===== src/rtl/fcg_pkg.sv =====
package fcg_pkg;

  localparam int CODE_W = 3;
  localparam int CNT_W  = 4;

  typedef struct packed {
    logic clear;
    logic load;
    logic dec;
  } ctrlStrobe_t;

  // Partial decode: 11x -> 6/7, 10x -> 11, 0xx -> 8..11
  function automatic logic [CNT_W-1:0] decodeRatio(input logic [CODE_W-1:0] code);
    logic [CNT_W-1:0] r;
    if (code[2] && code[1])
      r = CNT_W'(6) + CNT_W'(code[0]);
    else if (code[2])
      r = CNT_W'(11);
    else
      r = CNT_W'(8) + CNT_W'(code[1:0]);
    return r;
  endfunction

endpackage


===== src/rtl/fcg_ctrl.sv =====
module fcg_ctrl
  import fcg_pkg::*;
#(
  parameter int PHASES = 4,
  localparam int PH_W = (PHASES > 1) ? $clog2(PHASES) : 1
) (
  input  logic            clk,
  input  logic            rstN,
  input  logic            divEn,
  input  logic            cntZero,
  output ctrlStrobe_t     strobe,
  output logic [PH_W-1:0] loadPhase,
  output logic            outTick
);

  logic            active;
  logic [PH_W-1:0] phase;
  logic [PH_W-1:0] nextPhase;

  assign nextPhase = (phase == PH_W'(PHASES - 1)) ? '0 : phase + PH_W'(1);

  always_comb begin
    strobe    = '0;
    loadPhase = nextPhase;
    if (!divEn) begin
      strobe.clear = 1'b1;
    end else if (!active) begin
      strobe.load = 1'b1;
      loadPhase   = '0;
    end else if (cntZero) begin
      strobe.load = 1'b1;
    end else begin
      strobe.dec = 1'b1;
    end
  end

  always_ff @(posedge clk) begin
    if (!rstN || strobe.clear) begin
      active <= 1'b0;
      phase  <= '0;
    end else if (strobe.load) begin
      active <= 1'b1;
      phase  <= loadPhase;
    end
  end

  assign outTick = active && cntZero;

endmodule


===== src/rtl/fcg_datapath.sv =====
module fcg_datapath
  import fcg_pkg::*;
#(
  parameter int PHASES      = 4,
  parameter int SYNC_STAGES = 2,
  localparam int PH_W   = (PHASES > 1) ? $clog2(PHASES) : 1,
  localparam int CODES_W = PHASES * CODE_W
) (
  input  logic               clk,
  input  logic               rstN,
  input  ctrlStrobe_t        strobe,
  input  logic [PH_W-1:0]    loadPhase,
  input  logic [CODES_W-1:0] ratioCodes,
  input  logic               extClkIn,
  output logic               cntZero,
  output logic               extSynced
);

  logic [CNT_W-1:0] decoded [PHASES];
  logic [CNT_W-1:0] cnt;
  logic [SYNC_STAGES-1:0] syncReg;

  for (genvar g = 0; g < PHASES; g++) begin : g_dec
    assign decoded[g] = decodeRatio(ratioCodes[g*CODE_W +: CODE_W]);
  end

  always_ff @(posedge clk) begin
    if (!rstN || strobe.clear)
      cnt <= '0;
    else if (strobe.load)
      cnt <= decoded[loadPhase] - CNT_W'(1);
    else if (strobe.dec)
      cnt <= cnt - CNT_W'(1);
  end

  assign cntZero = (cnt == '0);

  always_ff @(posedge clk) begin
    if (!rstN) syncReg <= '0;
    else       syncReg <= {syncReg[SYNC_STAGES-2:0], extClkIn};
  end

  assign extSynced = syncReg[SYNC_STAGES-1];

endmodule


===== src/rtl/frac_clk_gen.sv =====
module frac_clk_gen
  import fcg_pkg::*;
#(
  parameter int PHASES      = 4,
  parameter int SYNC_STAGES = 2,
  localparam int PH_W    = (PHASES > 1) ? $clog2(PHASES) : 1,
  localparam int CODES_W = PHASES * CODE_W
) (
  input  logic               clk,
  input  logic               rstN,
  input  logic               divEn,
  input  logic [CODES_W-1:0] ratioCodes,
  input  logic               extSel,
  input  logic               syncEn,
  input  logic               extClkIn,
  output logic               outTick,
  output logic               selClk
);

  ctrlStrobe_t     strobe;
  logic [PH_W-1:0] loadPhase;
  logic            cntZero;
  logic            extSynced;

  fcg_ctrl #(.PHASES(PHASES)) u_ctrl (
    .clk(clk), .rstN(rstN), .divEn(divEn), .cntZero(cntZero),
    .strobe(strobe), .loadPhase(loadPhase), .outTick(outTick)
  );

  fcg_datapath #(.PHASES(PHASES), .SYNC_STAGES(SYNC_STAGES)) u_dp (
    .clk(clk), .rstN(rstN), .strobe(strobe), .loadPhase(loadPhase),
    .ratioCodes(ratioCodes), .extClkIn(extClkIn),
    .cntZero(cntZero), .extSynced(extSynced)
  );

  always_comb begin
    if (!extSel)     selClk = outTick;
    else if (syncEn) selClk = extSynced;
    else             selClk = extClkIn;
  end

endmodule


===== config.mk =====
export PLATFORM = sky130hd
export DESIGN_NAME = frac_clk_gen
export DESIGN_NICKNAME = d
export VERILOG_FILES = /design/src/rtl/fcg_pkg.sv /design/src/rtl/fcg_ctrl.sv /design/src/rtl/fcg_datapath.sv /design/src/rtl/frac_clk_gen.sv
export SDC_FILE = /design/constraint.sdc
export NUM_CORES = 1
export LEC_CHECK = 0
export BUFFER_PORTS_ARGS = -buffer_cell sky130_fd_sc_hd__buf_2
export CAP_MARGIN = 20
export CORE_UTILIZATION = 30
export DETAILED_ROUTE_END_ITERATION = 6
export PLACE_DENSITY = 0.59
export SLEW_MARGIN = 15
export SYNTH_ARGS = -nofsm -noshare
export SYNTH_HDL_FRONTEND = slang
export SYNTH_SLANG_ARGS = --single-unit

===== constraint.sdc =====
create_clock -name clk -period 4.82 [get_ports clk]
set_input_delay 0.482 -clock clk [delete_from_list [all_inputs] [get_ports clk]]
set_output_delay 0.482 -clock clk [all_outputs]
set_load 0.02 [all_outputs]

==> impl_results.md, run 1 <==
- Critical path's slowest cell: nor4_4
- First-pass GRT wire length: 1.97 mm
- Hold path depth: 1
- Layout cells sized above 1: 32.3%
- Hold_sp: u_dp.syncReg[0]
- Post-route minimum period: 2.11 ns
- Commonest non-fill, non-tap cell in the layout: buf_2
- Clock Skews: 0.00140 ns
- PortBufs: 19
- DP HPWL: 1.04 mm
- Register bit total from synthesis: 9
- Final setup violation count: 0
- Hold path endpoint: u_dp.syncReg[1]
- Commonest non-fill, non-tap cells in the layout: buf_2, dfxtp_1, nand2_1
- Final Util: 39.8%
- Predominant post-synthesis flop cell: dfxtp_1
- # diodes: 0
- RSZ-0062 raised after global routing: false
- Clk root buf: clkbuf_4
- Setup ws final: 2.71 ns
- Vias after detailed routing: 620
- Die Area: 2250 um^2
- Area of the mapped netlist: 619 um^2
- WS Path Type: reg -> out
- Hold Buf Count CTS: 0
- Vias per inst: 5.04
- Peak supply drop: 0.000162 V
- Slew @ Worst Pin: 0.425 ns
- DR pass1 iterations: 4
- Max Slew Vio Count: 0
- Die H: 47.4 um
- Pre-CTS setup slack: 2.84 ns
- CP max stage delay: 0.47 ns
- Largest net degree at the start of global routing: 10
- Post-DR wirelength/cell: 10.6 um
- Hold crit path type: reg -> reg
- Synth Warn #: 0
- Crit path max fanout: 5
- Data arrival, critical path: 1.62 ns
- Clock Sinks: 9
- Reg2Reg Setup Slack: 2.79 ns
- Asr flop ratio synth: 0%
- Detailed Route WL: 1.31 mm
- Worst-case clock buffer depth: 2
- Final Power: 0.199 mW
- GPL Wtd Cong: 0.754
- R2R Path Start: u_ctrl.phase[0]
- Num CTS Buffers: 3
- Buf/Inv on CP: 1
- Total GRT Usage: 12.6%
- DR DRC count: 0
- Fmax: 0.475 GHz
- # H-tree levels: 1
- Number of flops mapped to enable cells by yosys: 0
- Mapped Cells: 74
- Setup repair bufs after CTS: 0
- Fin. Hold Viols: 0
- Crit path max-delay family: simple AND/OR/NAND/NOR gates
- Relative slew slack: 71.4%
- Std cell rows: 16
- Crit-path cells: nor4_4 -> and2_2 -> nor2_1 -> a21oi_1 -> buf_2
- Placed inst area: 744 um^2
- R2r endpoint: u_dp.cnt[2]
- R2R cell count: 8
- Sequential fraction of the synthesis area: 29.1%
- Mean Syn Cell Area: 8.37 um^2
- Chip Width: 47.4 um
- Grt ovf: 0
- Pwr/cell area: 258 nW/um^2
- MaxCap Viol Count: 0
- CTS resizes: 0
- Syn Nets: 94
- Initial antenna violation count: 0
- Post-route ant nets: 0
- Core area: 1940 um^2
- Initial core utilization: 31.9%
- Outcome: finished, final reports clean
- DR iter-0 viols: 28
- CTS tree: yes
- Layout area overhead: 24.6%
- CP required: 4.34 ns
- Final setup TNS: 0 ns
- Vias in the first global route: 492
- Crit. End Element: primary output
- Ports: 20
- Skew-Pair Late Insertion Delay: 0.27 ns
- Nets: 117
- Clk slew on worst S/H paths: 0.07 ns
- Final Instance Area: 772 um^2
- Leakage: 0.352 nW
- CP Launch Type: register
- Yosys cell types: 31
- Final Cycle Share: 43.7%
-- per-stage QoR --
stage,cells,hold WS [ns]
2_1_floorplan,74,0.412
3_3_place_gp,119,0.416
3_5_place_dp,119,0.418
4_1_cts,123,0.435
5_1_grt,123,0.441
6_report,123,0.433
-- logic make-up (layout without fill, tap and decap cells) --
family,Yosys count,in the layout,share of synthesized area [%]
AND/OR/NAND/NOR,32,32,31.1
multiplexers,4,4,6.46
buffers and inverters,7,29,4.24
flip-flops,9,9,29.1
AO/OA/AOI/OAI,20,20,25.1
adder cells (fa/ha/maj),2,2,4.04
-- flip-flops by register name, summed over array words and instances, names as in the netlist --
signal and count:
u_ctrl.active 1, u_dp.cnt 4, u_ctrl.phase 2, u_dp.syncReg 2
-- worst register-to-register path: stages (launching register included) --
cell      delay (ns)
dfxtp_1         0.34
ha_1            0.41
nor4_1          0.38
nand2_1         0.14
nand4_1         0.11
a21boi_1        0.17
ha_1            0.19
nand2b_1        0.11
mux2i_1         0.07
-- Yosys cell counts, types with 2 or more instances --
cell | count | area, um^2
nand4_1 | 2 | 12.5
o31ai_1 | 2 | 15.0
o21ai_1 | 3 | 15.0
nor4b_1 | 2 | 17.5
dfxtp_1 | 9 | 180
nand2_1 | 8 | 30.0
nor2_1 | 7 | 26.3
and2_1 | 4 | 25.0
a21oi_1 | 4 | 20.0
a32oi_1 | 2 | 17.5
nor2b_1 | 2 | 12.5
inv_1 | 6 | 22.5
mux2i_1 | 4 | 40.0
ha_1 | 2 | 25.0
-- layer usage --
metal / global-route usage [%] / part of all wire, % / vias up
li1: - / - / 317
met1: 17.8 / 47 / 284
met2: 17.3 / 46 / 16
met3: 3.40 / 5.4 / 3
met4: 6.29 / 1.5 / 0
met5: 0 / 0 / -
-- area by class of cell --
class / count / area [um^2]
clock buffer: 3 / 22.5
clock inverter: 1 / 5.00
fill: 207 / 1170
inverter: 6 / 22.5
multi-input combinational: 58 / 413
sequential: 9 / 180
tap: 27 / 33.8
timing repair buffer: 19 / 95.1
-- worst max path at each step --
stage,from,endpoint,slack [ns],cells past startpoint
2_1_floorplan,u_dp.cnt[1],selClk,2.95,4
3_3_place_gp,u_ctrl.phase[0],u_dp.cnt[2],2.85,8
3_5_place_dp,u_ctrl.phase[0],u_dp.cnt[2],2.84,8
4_1_cts,u_dp.cnt[1],selClk,2.70,5
5_1_grt,u_ctrl.phase[0],u_dp.cnt[2],2.59,8
6_report,u_dp.cnt[1],selClk,2.71,5
-- where the power goes --
part	leakage, nW	internal [mW]	switching [mW]
Combinational	0.260	0.0256	0.0279
Sequential	0.0739	0.0789	0.00450
Clock	0.0177	0.0308	0.0313
Total	0.352	0.135	0.0637
Note: power is estimated with default switching activity, not from simulation.
==> run 2: changes to the inputs <==
- PLACE_DENSITY: 0.59 -> 0.61
- clock period: 4.82 -> 1.75 ns (I/O delays scaled with it)
==> impl_results.md, run 2 (same netlist as run 1, synthesis figures left out) <==
- CTS tree: yes (unchanged)
- Crit. End Element: register (was primary output)
- Final Cycle Share: 99.1%
- Pwr/cell area: 624 nW/um^2 (was 258 nW/um^2)
- Fmax: 0.577 GHz
- Chip Width: 47.4 um (unchanged)
- Crit-path cells: nor4_4 -> buf_4 -> o21ai_4 -> and2_1 -> a31oi_2 -> ha_2 -> nand2b_1 -> mux2i_1 (was nor4_4 -> and2_2 -> nor2_1 -> a21oi_1 -> buf_2)
- Regs by FF count: u_dp.cnt x4, u_ctrl.phase x2, u_dp.syncReg x2 (unchanged)
- Total GRT Usage: 13.6% (was 12.6%)
- Core area: 1940 um^2 (unchanged)
- Clock Skews: 0.00330 ns (was 0.00140 ns)
- First-pass GRT wire length: 2.09 mm (was 1.97 mm)
- Internal power: 0.418 mW (was 0.135 mW)
- Post-route ant nets: 0 (unchanged)
- Critical path's slowest cell: dfxtp_4 (was nor4_4)
- Slew @ Worst Pin: 0.295 ns (was 0.425 ns)
- Fin. Hold Viols: 0 (unchanged)
- WS Path Type: reg -> reg (was reg -> out)
- Max Slew Vio Count: 0 (unchanged)
- Largest net degree at the start of global routing: 10 (unchanged)
- Net switching power: 0.178 mW (was 0.0637 mW)
- Comb pwr share: 35.7% (was 26.9%)
- Vias in the first global route: 494 (was 492)
- Worst-case clock buffer depth: 2 (unchanged)
- Final cell count without fillers: 133 (was 123)
- Commonest non-fill, non-tap cells in the layout: buf_2, buf_4, nand2_1 (was buf_2, dfxtp_1, nand2_1)
- PortBufs: 19 (unchanged)
- Largest register FFs: 4 (unchanged)
- Post-DR wirelength/cell: 10.5 um (was 10.6 um)
- Clk root buf: clkbuf_4 (unchanged)
- Vias per inst: 4.71 (was 5.04)
- Initial antenna violation count: 0 (unchanged)
- Final Power: 0.597 mW (was 0.199 mW)
- Buf/Inv on CP: 1 (unchanged)
- Std cell rows: 16 (unchanged)
- Die Area: 2250 um^2 (unchanged)
- DR pass1 iterations: 4 (unchanged)
- Num CTS Buffers: 3 (unchanged)
- DP HPWL: 1.08 mm (was 1.04 mm)
- Initial core utilization: 31.9% (unchanged)
- Vias after detailed routing: 626 (was 620)
- DR iter-0 viols: 16 (was 28)
- Die H: 47.4 um (unchanged)
- Grt ovf: 0 (unchanged)
- Final setup violation count: 0 (unchanged)
- Relative slew slack: 80.1% (was 71.4%)
- Data arrival, critical path: 1.87 ns (was 1.62 ns)
- Placed inst area: 818 um^2 (was 744 um^2)
- Sw Share: 29.9% (was 32.0%)
- MaxCap Viol Count: 0 (unchanged)
- CP Launch Type: register (unchanged)
- Crit path max fanout: 6 (was 5)
- Clock Sinks: 9 (unchanged)
- Reg2Reg Setup Slack: 0.02 ns (was 2.79 ns)
- Peak supply drop: 0.000540 V (was 0.000162 V)
- Nets: 127 (was 117)
- CP max stage delay: 0.35 ns (was 0.47 ns)
- DR DRC count: 0 (unchanged)
- Layout area overhead: 54.3% (was 24.6%)
- Leakage: 0.414 nW (was 0.352 nW)
- Most flops, register: u_dp.cnt (unchanged)
- # H-tree levels: 1 (unchanged)
- Post-route minimum period: 1.73 ns
- Clock power share: 25.6% (was 31.2%)
- Skew-Pair Late Insertion Delay: 0.25 ns (was 0.27 ns)
- Final Instance Area: 956 um^2 (was 772 um^2)
- Fillers: 197 (was 207)
- GPL Wtd Cong: 0.731 (was 0.754)
- RSZ-0062 raised after global routing: true (was false)
- Clk slew on worst S/H paths: 0.06 ns (was 0.07 ns)
- Detailed Route WL: 1.40 mm (was 1.31 mm)
- Outcome: finished, final reports clean (unchanged)
- Ports: 20 (unchanged)
- Layout cells sized above 1: 52.8% (was 32.3%)
- Commonest non-fill, non-tap cell in the layout: buf_2 (unchanged)
- CP required: 1.88 ns (was 4.34 ns)
- Hold crit path type: in -> reg (was reg -> reg)
- # diodes: 0 (unchanged)
- Crit path max-delay family: simple AND/OR/NAND/NOR gates (unchanged)
- Placed cells: 124 (was 119)
- Final setup TNS: 0 ns (unchanged)
- Sequential share of power: 38.6% (was 41.9%)
==> run 2: layer usage <==
layer / wire length, um / part of all wire, % / track usage (%)
met5: 0 / 0 / 0
met1: 680 / 48 / 20.1
met2: 696 / 50 / 17.8
met3: 26 / 1.9 / 5.66
met4: 0 / 0 / 3.43
==> run 2: power by group through the flow <==
stage	registers, mW	clock network [mW]	logic [mW]
after floorplan	0.233	0	0.107
after global placement	0.234	0	0.167
after detailed placement	0.235	0	0.167
after CTS	0.231	0.166	0.182
after global routing	0.232	0.175	0.232
final	0.231	0.153	0.213
==> run 2: worst paths after layout <==
kind / from / endpoint / depth (start not counted)
worst min-delay path: rstN / u_dp.syncReg[1] / 2
worst max register to register: u_dp.cnt[2] / u_dp.cnt[2] / 8
worst max-delay path: u_dp.cnt[2] / u_dp.cnt[2] / 8
worst min register to register: u_dp.syncReg[0] / u_dp.syncReg[1] / 1
==> run 2: timing repair <==
| item | 4_1_cts | 5_1_grt |
|---|---|---|
| hold buffers | 0 | 0 |
| resized for setup | 1 | 20 |
| buffers inserted | 2 | 3 |
| pin swaps | 1 | 8 |
| endpoints found under the setup margin | 1 | 3 |
| hold endpoints to repair | 0 | 0 |
==> run 2: final cells by class <==
type,instances,area [um^2],area share (%)
clock buffers,4,26.3,2.75
inverters,6,22.5,2.36
multi-input cells,58,509,53.3
flip-flops and latches,9,188,19.6
well taps,27,33.8,3.53
repair buffers,29,176,18.5
==> run 2: stage by stage <==
stage / setup WS [ns] / hold WS (ns) / utilization (%)
2_1_floorplan: 0.0194 / 0.297 / -
3_3_place_gp: 0.0723 / 0.409 / 42.1
3_5_place_dp: 0.0220 / 0.412 / 42.1
4_1_cts: 0.0128 / 0.136 / 44.3
5_1_grt: -0.0801 / 0.143 / 49.2
6_report: 0.0160 / 0.153 / 49.2
==> run 3: changes to the inputs <==
- CTS_BUF_LIST: not set -> sky130_fd_sc_hd__clkbuf_8
==> impl_results.md, run 3 (same netlist as run 1, synthesis figures left out) <==
- Outcome: finished, final reports clean (unchanged)
- Initial core utilization: 31.9% (unchanged)
- GPL Wtd Cong: 0.731 (unchanged)
- Nets: 125 (was 127)
- Peak supply drop: 0.000655 V (was 0.000540 V)
- Std cell rows: 16 (unchanged)
- Clock Skews: 0.00216 ns (was 0.00330 ns)
- Data arrival, critical path: 1.84 ns (was 1.87 ns)
- WS Path Type: reg -> reg (unchanged)
- Post-route ant nets: 0 (unchanged)
- Regs by FF count: u_dp.cnt x4, u_ctrl.phase x2, u_dp.syncReg x2 (unchanged)
- Post-DR wirelength/cell: 10.6 um (was 10.5 um)
- Clk root buf: clkbuf_8 (was clkbuf_4)
- DP HPWL: 1.08 mm (unchanged)
- Commonest non-fill, non-tap cells in the layout: buf_2, nand2_1, buf_4 (was buf_2, buf_4, nand2_1)
- Layout cells sized above 1: 48.1% (was 52.8%)
- Sw Share: 27.8% (was 29.9%)
- Num CTS Buffers: 3 (unchanged)
- Relative slew slack: 80.1% (about the same)
- Hold crit path type: in -> reg (unchanged)
- PortBufs: 19 (unchanged)
- # H-tree levels: 1 (unchanged)
- Largest net degree at the start of global routing: 10 (unchanged)
- CTS tree: yes (unchanged)
- Fin. Hold Viols: 0 (unchanged)
- Pwr/cell area: 695 nW/um^2 (was 624 nW/um^2)
- Final Cycle Share: 99.2% (was 99.1%)
- CP required: 1.86 ns (was 1.88 ns)
- Die H: 47.4 um (unchanged)
- Net switching power: 0.182 mW (was 0.178 mW)
- Buf/Inv on CP: 1 (unchanged)
- Crit. End Element: register (unchanged)
- Ports: 20 (unchanged)
- Max Slew Vio Count: 0 (unchanged)
- Post-route minimum period: 1.74 ns (was 1.73 ns)
- CP max stage delay: 0.33 ns (was 0.35 ns)
- Clock power share: 35.1% (was 25.6%)
- Clk slew on worst S/H paths: 0.04 ns (was 0.06 ns)
- Initial antenna violation count: 0 (unchanged)
- Chip Width: 47.4 um (unchanged)
- # diodes: 0 (unchanged)
- MaxCap Viol Count: 0 (unchanged)
- Clock Sinks: 9 (unchanged)
- DR DRC count: 0 (unchanged)
- Grt ovf: 0 (unchanged)
- Layout area overhead: 51.9% (was 54.3%)
- CP Launch Type: register (unchanged)
- Placed cells: 124 (unchanged)
- Comb pwr share: 29.4% (was 35.7%)
- Final Util: 48.5% (was 49.2%)
- Largest register FFs: 4 (unchanged)
- Vias per inst: 4.74 (was 4.71)
- Sequential share of power: 35.5% (was 38.6%)
- Internal power: 0.472 mW (was 0.418 mW)
- Leakage: 0.414 nW (about the same)
- Core area: 1940 um^2 (unchanged)
- Worst-case clock buffer depth: 2 (unchanged)
- Detailed Route WL: 1.39 mm (was 1.40 mm)
- Most flops, register: u_dp.cnt (unchanged)
- Final setup violation count: 0 (unchanged)
- First-pass GRT wire length: 2.06 mm (was 2.09 mm)
- Vias in the first global route: 488 (was 494)
- Vias after detailed routing: 621 (was 626)
- Die Area: 2250 um^2 (unchanged)
- Total GRT Usage: 13.3% (was 13.6%)
- Slew @ Worst Pin: 0.295 ns (about the same)
- Final cell count without fillers: 131 (was 133)
- Crit-path cells: ha_4 -> buf_6 -> nor4b_4 -> o21ai_2 -> a31oi_2 -> ha_2 -> nand2b_1 -> mux2i_1 (was nor4_4 -> buf_4 -> o21ai_4 -> and2_1 -> a31oi_2 -> ha_2 -> nand2b_1 -> mux2i_1)
- Crit path max-delay family: adder cells (was simple AND/OR/NAND/NOR gates)
- DR pass1 iterations: 4 (unchanged)
- Crit path max fanout: 6 (unchanged)
- DR iter-0 viols: 16 (unchanged)
- Fmax: 0.576 GHz (was 0.577 GHz)
- RSZ-0062 raised after global routing: true (unchanged)
- Final setup TNS: 0 ns (unchanged)
- Critical path's slowest cell: dfxtp_2 (was dfxtp_4)
- Commonest non-fill, non-tap cell in the layout: buf_2 (unchanged)
- Skew-Pair Late Insertion Delay: 0.23 ns (was 0.25 ns)
-- run 3: area by class of cell --
| type | count | area [um^2] |
|---|---|---|
| multi-input combinational | 58 | 494 |
| clock inverter | 1 | 3.75 |
| inverter | 6 | 22.5 |
| clock buffer | 3 | 41.3 |
| fill | 204 | 1000 |
| timing repair buffer | 27 | 161 |
| sequential | 9 | 184 |
| tap | 27 | 33.8 |
-- run 3: worst paths after layout --
path	from	endpoint	slack, ns	cells past startpoint
worst min register to register	u_dp.syncReg[0]	u_dp.syncReg[1]	0.43	1
worst min-delay path	extClkIn	u_dp.syncReg[0]	0.17	2
worst max register to register	u_ctrl.phase[1]	u_dp.cnt[2]	0.01	8
worst max-delay path	u_ctrl.phase[1]	u_dp.cnt[2]	0.01	8
-- run 3: layer usage --
metal	routed length, um	up-vias	track usage (%)
met5	0	-	0
met4	12	0	3.43
met3	44	3	5.66
met2	672	6	17.3
met1	655	279	19.9
li1	-	333	-
-- run 3: what timing repair did --
| item | CTS | global route |
|---|---|---|
| endpoints found under the setup margin | 0 | 3 |
| resized for setup | 0 | 14 |
| hold buffers | 0 | 0 |
| buffers inserted | 0 | 3 |
-- run 3: metrics by stage --
stage / hold WS [ns] / setup WS (ns) / cell area, um^2 / total power, mW
after floorplan: 0.297 / 0.0194 / 666 / 0.341
after global placement: 0.409 / 0.0723 / 818 / 0.402
after detailed placement: 0.412 / 0.0220 / 818 / 0.402
after CTS: 0.170 / 0.000951 / 863 / 0.637
after global routing: 0.179 / -0.0845 / 941 / 0.695
final: 0.175 / 0.0148 / 941 / 0.654
-- run 3: power by group through the flow --
stage                     clock [mW]  sequential (mW)  combinational, mW
after detailed placement           0            0.235              0.167
after global routing           0.249            0.233              0.213
after CTS                      0.238            0.231              0.168
after floorplan                    0            0.233              0.107
final                          0.230            0.232              0.192
after global placement             0            0.234              0.167
-- run 3: worst reg2reg max path, delay by kind of cell, from the launching register on --
family,cells,cell delay [ns]
DFF,1,0.33
and+or+nand+nor,2,0.28
buffers and inverters,1,0.13
AOI/OAI and AO/OA,2,0.30
adders and majority gates,2,0.52
muxes,1,0.06
